[src/rtl/eint_pkg.sv]
package eint_pkg;
  typedef enum logic [1:0] {
    EDGE_OFF  = 2'b00,
    EDGE_RISE = 2'b01,
    EDGE_FALL = 2'b10,
    EDGE_BOTH = 2'b11
  } edge_mode_e;

  localparam int REG_W = 8;
  localparam int PINS_PER_REG = REG_W / 2;
endpackage

[src/rtl/eint_pin_detect.sv]
module eint_pin_detect
  import eint_pkg::*;
#(
  parameter int NPIN = 8
) (
  input  logic              clk,
  input  logic              rst_n,
  input  logic [NPIN-1:0]   pin_in,
  input  logic [2*NPIN-1:0] mode_i,
  output logic [NPIN-1:0]   hit_o
);
  logic [NPIN-1:0] meta_q;
  logic [NPIN-1:0] sync_q;
  logic [NPIN-1:0] prev_q;

  always_ff @(posedge clk or negedge rst_n) begin
    if (!rst_n) begin
      meta_q <= '0;
      sync_q <= '0;
      prev_q <= '0;
    end else begin
      meta_q <= pin_in;
      sync_q <= meta_q;
      prev_q <= sync_q;
    end
  end

  for (genvar g = 0; g < NPIN; g++) begin : g_pin
    logic rise, fall;
    edge_mode_e mode;
    assign rise = sync_q[g] & ~prev_q[g];
    assign fall = ~sync_q[g] & prev_q[g];
    assign mode = edge_mode_e'(mode_i[2*g+1:2*g]);
    always_comb begin
      unique case (mode)
        EDGE_RISE: hit_o[g] = rise;
        EDGE_FALL: hit_o[g] = fall;
        EDGE_BOTH: hit_o[g] = rise | fall;
        default:   hit_o[g] = 1'b0;
      endcase
    end
  end
endmodule

[src/rtl/eint_mode_regs.sv]
module eint_mode_regs
  import eint_pkg::*;
#(
  parameter int NPIN = 8,
  parameter int AW   = 3,
  localparam int NREG = (NPIN + PINS_PER_REG - 1) / PINS_PER_REG
) (
  input  logic                  clk,
  input  logic                  rst_n,
  input  logic                  wr_i,
  input  logic [AW-1:0]         addr_i,
  input  logic [REG_W-1:0]      wdata_i,
  output logic [2*NPIN-1:0]     mode_o,
  output logic [NREG*REG_W-1:0] rd_o
);
  function automatic logic [REG_W-1:0] field_mask(int j);
    logic [REG_W-1:0] m;
    m = '0;
    for (int k = 0; k < PINS_PER_REG; k++)
      if (j * PINS_PER_REG + k < NPIN) m[2*k +: 2] = 2'b11;
    return m;
  endfunction

  logic [REG_W-1:0] mode_q [NREG];
  logic [REG_W-1:0] mode_n [NREG];

  always_comb begin
    for (int j = 0; j < NREG; j++) begin
      mode_n[j] = mode_q[j];
      if (wr_i && addr_i == AW'(j)) mode_n[j] = wdata_i & field_mask(j);
    end
  end

  always_ff @(posedge clk or negedge rst_n) begin
    if (!rst_n) begin
      for (int j = 0; j < NREG; j++) mode_q[j] <= '0;
    end else begin
      for (int j = 0; j < NREG; j++) mode_q[j] <= mode_n[j];
    end
  end

  for (genvar j = 0; j < NREG; j++) begin : g_rd
    assign rd_o[j*REG_W +: REG_W] = mode_q[j];
  end

  for (genvar p = 0; p < NPIN; p++) begin : g_fld
    assign mode_o[2*p+1:2*p] =
      mode_q[p / PINS_PER_REG][2*(p % PINS_PER_REG) +: 2];
  end
endmodule

[src/rtl/eint_flag_bank.sv]
module eint_flag_bank #(
  parameter int NUM_SW  = 5,
  parameter int NUM_ACK = 3,
  localparam int NSRC = NUM_SW + NUM_ACK + 1
) (
  input  logic               clk,
  input  logic               rst_n,
  input  logic [NSRC-1:0]    set_i,
  input  logic               wr_sw_i,
  input  logic               wr_ack_i,
  input  logic [NUM_SW-1:0]  sw_wdata_i,
  input  logic [NUM_ACK:0]   ack_wdata_i,
  input  logic [NUM_ACK:0]   ack_i,
  output logic [NSRC-1:0]    flag_o
);
  logic [NSRC-1:0] flag_q, flag_n, clr;

  always_comb begin
    clr = '0;
    if (wr_sw_i)  clr[NUM_SW-1:0] = ~sw_wdata_i;
    if (wr_ack_i) clr[NSRC-1:NUM_SW] = ~ack_wdata_i;
    clr[NSRC-1:NUM_SW] = clr[NSRC-1:NUM_SW] | ack_i;
    flag_n = (flag_q & ~clr) | set_i;
  end

  always_ff @(posedge clk or negedge rst_n) begin
    if (!rst_n) flag_q <= '0;
    else        flag_q <= flag_n;
  end

  assign flag_o = flag_q;
endmodule

[src/rtl/eint_edge_ctrl.sv]
module eint_edge_ctrl
  import eint_pkg::*;
#(
  parameter int NUM_SW  = 5,
  parameter int NUM_ACK = 3,
  parameter int AW      = 3,
  localparam int NPIN = NUM_SW + NUM_ACK,
  localparam int NSRC = NPIN + 1
) (
  input  logic             clk,
  input  logic             rst_n,
  input  logic [NPIN-1:0]  pin_in,
  input  logic             tmr_evt,
  input  logic             reg_wr,
  input  logic [AW-1:0]    reg_addr,
  input  logic [REG_W-1:0] reg_wdata,
  output logic [REG_W-1:0] reg_rdata,
  input  logic [NUM_ACK:0] int_ack,
  output logic [NSRC-1:0]  irq_req,
  output logic             irq_any
);
  localparam int NREG = (NPIN + PINS_PER_REG - 1) / PINS_PER_REG;
  localparam logic [AW-1:0] A_FSW = AW'(NREG);
  localparam logic [AW-1:0] A_FACK = AW'(NREG + 1);

  logic [2*NPIN-1:0]     mode;
  logic [NREG*REG_W-1:0] mode_rd;
  logic [NPIN-1:0]       pin_hit;
  logic [NSRC-1:0]       src_hit;
  logic [NSRC-1:0]       flag;
  logic                  wr_sw, wr_ack;

  eint_mode_regs #(.NPIN(NPIN), .AW(AW)) u_mode (
    .clk(clk), .rst_n(rst_n), .wr_i(reg_wr), .addr_i(reg_addr),
    .wdata_i(reg_wdata), .mode_o(mode), .rd_o(mode_rd)
  );

  eint_pin_detect #(.NPIN(NPIN)) u_det (
    .clk(clk), .rst_n(rst_n), .pin_in(pin_in), .mode_i(mode), .hit_o(pin_hit)
  );

  assign src_hit = {tmr_evt, pin_hit};
  assign wr_sw   = reg_wr && (reg_addr == A_FSW);
  assign wr_ack  = reg_wr && (reg_addr == A_FACK);

  eint_flag_bank #(.NUM_SW(NUM_SW), .NUM_ACK(NUM_ACK)) u_flag (
    .clk(clk), .rst_n(rst_n), .set_i(src_hit),
    .wr_sw_i(wr_sw), .wr_ack_i(wr_ack),
    .sw_wdata_i(reg_wdata[NUM_SW-1:0]),
    .ack_wdata_i({reg_wdata[REG_W-1], reg_wdata[NUM_ACK-1:0]}),
    .ack_i(int_ack), .flag_o(flag)
  );

  always_comb begin
    reg_rdata = '0;
    for (int j = 0; j < NREG; j++)
      if (reg_addr == AW'(j)) reg_rdata = mode_rd[j*REG_W +: REG_W];
    if (reg_addr == A_FSW) reg_rdata = REG_W'(flag[NUM_SW-1:0]);
    if (reg_addr == A_FACK)
      reg_rdata = {flag[NSRC-1], {(REG_W-1-NUM_ACK){1'b0}}, flag[NPIN-1:NUM_SW]};
  end

  assign irq_req = flag;
  assign irq_any = |flag;
endmodule

[config.mk]
export PLATFORM = sky130hd
export DESIGN_NAME = eint_edge_ctrl
export DESIGN_NICKNAME = d
export VERILOG_FILES = /design/src/rtl/eint_pkg.sv /design/src/rtl/eint_pin_detect.sv /design/src/rtl/eint_mode_regs.sv /design/src/rtl/eint_flag_bank.sv /design/src/rtl/eint_edge_ctrl.sv
export SDC_FILE = /design/constraint.sdc
export NUM_CORES = 1
export LEC_CHECK = 0
export BUFFER_PORTS_ARGS = -buffer_cell sky130_fd_sc_hd__clkbuf_2
export CORE_ASPECT_RATIO = 2
export CORE_MARGIN = 2
export CORE_UTILIZATION = 45
export DETAILED_ROUTE_END_ITERATION = 16
export PLACE_DENSITY = 0.67
export SLEW_MARGIN = 30
export SYNTH_ARGS = -nofsm -noshare
export SYNTH_HDL_FRONTEND = slang
export SYNTH_SLANG_ARGS = --single-unit
[constraint.sdc]
create_clock -name clk -period 2.34 [get_ports clk]
set_input_delay 0.468 -clock clk [delete_from_list [all_inputs] [get_ports clk]]
set_output_delay 0.468 -clock clk [all_outputs]
set_load 0.005 [all_outputs]
# Yosys cells after proc, flatten, opt, wreduce, memory -nomap -nowiden
# Cells that the tools add are included.
[word_totals]
regBits = 49
input_bits = 27
[classes]
n_eq_ne = 27
mux = 16
n_bitwise = 48
reduce_logical = 6
[ops]
columns = ["operator", "n"]
rows = [
  ["equality test 2 bit (second input constant)", 16],
  ["2-to-1 mux 8 bit", 4],
  ["case mux 1 bit (3 select lines)", 8],
  ["AND 1 bit", 16],
  ["AND 8 bit", 2],
  ["equality test 2 x 1 -> 1 bit (second input constant)", 8],
  ["inverter 1 bit", 16],
  ["AND 9 bit", 1],
  ["inverter 9 bit", 1],
  ["OR 9 bit", 1],
  ["OR reduction 9 bit", 1],
  ["OR 1 bit", 8],
  ["equality test 3 x 2 -> 1 bit (second input constant)", 2],
  ["2-to-1 mux 5 bit", 1],
  ["inverter 5 bit", 1],
  ["logical AND 1 bit", 4],
  ["2-to-1 mux 2 bit", 2],
  ["2-to-1 mux 4 bit", 1],
  ["inverter 4 bit", 1],
  ["OR 4 bit", 1],
  ["equality test 3 x 1 -> 1 bit (second input constant)", 1],
  ["zero test 3 bit", 1],
]

# Logic depth before layout (Yosys ltp)
[depth]
depth_word = 7
depth_mapped = 5
ltp_nobuf = 5

# By module
# From an unflattened synthesis, not the netlist that was laid out.
[unflattened]
hier_cells = 209
hier_area_um2 = 2429.8
[by_module_without_submodules]
columns = ["mod", "n_inst", "cells_each", "area_each_um2", "seq_area_each_um2"]
rows = [
  ["eint_pin_detect", 1, 95, 1064.8, 600.6],
  ["eint_mode_regs", 1, 51, 742.0, 400.4],
  ["eint_flag_bank", 1, 31, 369.1, 225.2],
  ["eint_edge_ctrl", 1, 32, 254.0, 0.0],
]

# Worst setup path after synthesis
# OpenSTA, ideal clock, no wires.
[synth_path]
kind = "input -> output"
startpoint = "input port reg_addr[1]"
endpoint = "output port reg_rdata[1]"
t_arrival_ps = 1208
t_required_ps = 1872
path_slack_ps = 664
stages = 3
n_path_buf = 1
cell_sequence = "buf_6 mux4_2 nor2b_1"
[synth_via]
elab_chain_cells = 5
word_cells_on_any_way = 8
cone_classes = "eq/ne: 3; mux: 4; reduce/logical: 1"
[synth_rtl]
columns = ["element", "line", "source"]
rows = [
  ["from (decl)", "eint_edge_ctrl.sv:15", "input logic [AW-1:0] reg_addr,"],
  ["zero test 3 bit", "eint_edge_ctrl.sv:57", "if (reg_addr == AW'(j)) reg_rdata = mode_rd[j*REG_W +: REG_W];"],
  ["2-to-1 mux 8 bit (2 in series)", "eint_edge_ctrl.sv:57", ""],
  ["2-to-1 mux 8 bit", "eint_edge_ctrl.sv:58", "if (reg_addr == A_FSW) reg_rdata = REG_W'(flag[NUM_SW-1:0]);"],
  ["2-to-1 mux 8 bit (*)", "eint_edge_ctrl.sv:59", "if (reg_addr == A_FACK)"],
  ["to (decl)", "eint_edge_ctrl.sv:17", "output logic [REG_W-1:0] reg_rdata,"],
]
# Every way passes the cells marked *; elsewhere a longest branch is shown, timed or not.

# Worst setup path in the final report
[layout_path]
startpoint = "input port reg_addr[1]"
endpoint = "output port reg_rdata[0]"
# Same word-level chain as after synthesis.

==> results.py <==
metrics = {
    "sta": {
        "finalCritPeriodShare_pct": 89.63,
        "finalSetupViolCount": 0,
        "fmaxAchievable_mhz": 476.8,
        "rsz0062_at_grt": "false",
        "drv_slew": 0,
        "slew_headroom_pct": 56.42,
        "hold_slack_ns": 0.2708,
        "worstMarginPinSlew_ns": 0.6509,
        "fin_crit_ns": 2.097,
        "finalSetupTns_ns": 0,
        "clock_skew_ns": 0.003201,
        "hold_viol": 0,
    },
    "finish": {
        "nNetsFinal": 276,
        "num-fill-cells": 451,
        "multi_input_area_um2": 953.4,
        "register_area_um2": 1226,
        "design_area_um2": 2626,
        "mostFrequentLayoutCells": "dfrtp_1, clkbuf_2, mux2_2",
        "fin_util_pct": 53.99,
        "layout_commonest_cell": "dfrtp_1",
        "fin_cells": 291,
        "n_antenna_cell": 0,
        "area_delta_synth_final_pct": 15.65,
        "final_layout_size_suffix_gt1_share_pct": 30.77,
    },
    "placed_design": {
        "post_dp_cell_area_um2": 2546,
        "port-buffer-count": 44,
        "placed_cells": 283,
        "hpwl_mm": 3.247,
        "gp_congestion": 0.7278,
    },
    "clocking": {
        "postCtsSetupBuffers": 0,
        "clk_latency_ns": 0.29,
        "clk_path_buf_depth": 2,
        "cts-buffers-inserted": 5,
        "clock_sinks": 49,
        "clockRootBuffer": "clkbuf_8",
        "cts_resized": 0,
        "tritoncts": "built",
        "htreeDepth": 2,
        "cts_hold_buffers": 0,
        "cts.clk_slew.worst_paths_ns": 0.08,
    },
    "worst_setup_path": {
        "path_common_cell": "clkbuf_2",
        "arrival_ns": 1.63,
        "critical_path_required_ns": 1.87,
        "path_buf_inv": 2,
        "worstSetupPathType": "primary input to output port",
        "startpoint_type": "primary input",
        "crit_family": "multiplexers",
        "slowest_stage": "mux4_1",
        "critPathCaptureType": "output port",
        "cp_cell_sequence": "clkbuf_2 -> mux4_1 -> nor2b_1 -> clkbuf_2",
        "cp_max_fo": 13,
        "cpPeakStageDelay_ns": 0.59,
    },
    "power_and_ir_drop": {
        "p_leak_nw": 1.256,
        "p_per_area_nw_per_um2": 724.1,
        "vdd_drop_max_mv": 0.3632,
    },
    "logic_synthesis": {
        "synth_fp_nets": 227,
        "avgSynthCellArea_um2": 12.34,
        "muxShareOfSynthArea_pct": 13.33,
        "synth_compound_gate_area_share_pct": 7.107,
        "synthTopCellsByArea": "dfrtp_1, ha_1, mux2_2",
        "synthXorXnorAreaFrac_pct": 0,
        "synth_top_family_by_area": "multiplexers",
        "synth_top_area_cell": "dfrtp_1",
        "yosysSeqAreaShare_pct": 53.99,
        "synth_seq_cells": 49,
        "yosys.area_share.simple_pct": 12.73,
        "ys_types": 28,
        "yosys_warnings": 0,
        "synth_fa_ha_area_share_pct": 8.815,
        "yosys.area.top_type_share_pct": 53.99,
        "syn_area_um2": 2271,
        "syn_inst": 184,
    },
    "global_route": {
        "grt-ovfl-total": 0,
        "grt_pass1_vias": 1474,
        "grt_max_degree": 50,
        "grt_pass1_wl_mm": 6.893,
        "antenna_found_initial": 0,
        "track_usage_pct": 16.44,
    },
    "run_status": {
        "status": "finished, final reports clean",
    },
    "routing": {
        "drt-total-wl_mm": 4.226,
        "drt_iter0_drc": 9,
        "final_antenna_net_count": 0,
        "via_per_inst": 5.381,
        "drt_pass1_iterations": 3,
        "drc": 0,
        "num_vias": 1566,
        "wl_per_cell_um": 14.52,
    },
    "die": {
        "core_area_um2": 4865,
        "die-area_um2": 5665,
        "std_cell_rows": 36,
        "start_util_pct": 46.68,
        "die_y_um": 104.5,
        "io_pins": 45,
        "die_w_um": 54.23,
    },
    "job": {
        "maxCapViolCount": 0,
    },
    "worst_hold_path": {
        "hp-class": "primary input to async pin",
    },
}
==> kinds of logic (layout without fill, tap and decap cells) <==
kind of cell | Yosys count | count (layout)
flip-flops | 49 | 49
buffers and inverters | 20 | 70
AO/OA/AOI/OAI | 28 | 28
AND/OR/NAND/NOR | 47 | 47
adder cells (fa/ha/maj) | 16 | 16
multiplexers | 24 | 24
==> sequential cells by signal (all words and copies together), names as in the netlist <==
name and flops:
u_det.sync_q 8, u_mode.mode_o 16, u_flag.flag_o 9, u_det.meta_q 8
u_det.prev_q 8
==> report_power, final <==
group / internal (mW) / switching [mW] / total [mW]
Sequential: 0.964 / 0.127 / 1.09
Combinational: 0.208 / 0.144 / 0.352
Clock: 0.213 / 0.246 / 0.459
==> cell usage after synthesis <==
cell type,number
dfrtp_1,49
mux2_2,17
ha_1,16
inv_1,16
nor2b_1,16
o21ai_0,16
nand2_1,7
nand2b_1,7
o211ai_1,6
a21oi_1,4
mux2i_1,4
nor2_1,4
and3_1,3
nor3_1,3
buf_6,2
mux4_2,2
a22oi_1,1
a2bb2oi_1,1
and3b_1,1
buf_2,1
clkbuf_1,1
mux4_1,1
nand3_1,1
nand4b_1,1
nand4bb_1,1
nor4_1,1
nor4b_4,1
or2_2,1
==> worst register-to-register path, cell delays in order, from the launching register on <==
cell and delay (ns):
dfrtp_1 0.35, inv_1 0.05, ha_1 0.28, nand2b_1 0.14, and3_1 0.16, o21ai_0 0.15
==> per-stage QoR <==
step           setup slack [ns]  total power, mW
2_1_floorplan            0.6645            1.293
3_3_place_gp             0.2701            1.454
3_5_place_dp             0.2434            1.469
4_1_cts                  0.2396            1.935
5_1_grt                  0.1781            2.028
6_report                 0.2426            1.902
==> metal layers <==
metal	GRT usage (%)	vias up	wire, um
li1	-	730	-
met1	20.23	783	1711
met2	26.42	44	2198
met3	2.874	9	200
met4	8.214	0	116
met5	0	-	0
==> final timing paths <==
check	startpoint	to	slack, ns	cells after the start
max	reg_addr[1]	reg_rdata[0]	0.24	4
min	rst_n	u_flag.flag_o[4]$_DFF_PN0_	0.27	2
max reg2reg	u_det.prev_q[5]$_DFF_PN0_	u_flag.flag_o[5]$_DFF_PN0_	1.14	5
min reg2reg	u_det.meta_q[2]$_DFF_PN0_	u_det.sync_q[2]$_DFF_PN0_	0.35	0
max in group asynchronous	rst_n	u_det.sync_q[5]$_DFF_PN0_	1.65	2
min in group clk	pin_in[0]	u_det.meta_q[0]$_DFF_PN0_	0.28	1
==> final cells by class <==
cell class,instances,share of cell area (%)
tap,57,2.716
sequential,49,46.69
multi-input combinational,115,36.30
inverter,16,2.287
clock buffer,8,3.049
timing repair buffer,46,8.957
Note: power is estimated with default switching activity, not from simulation.
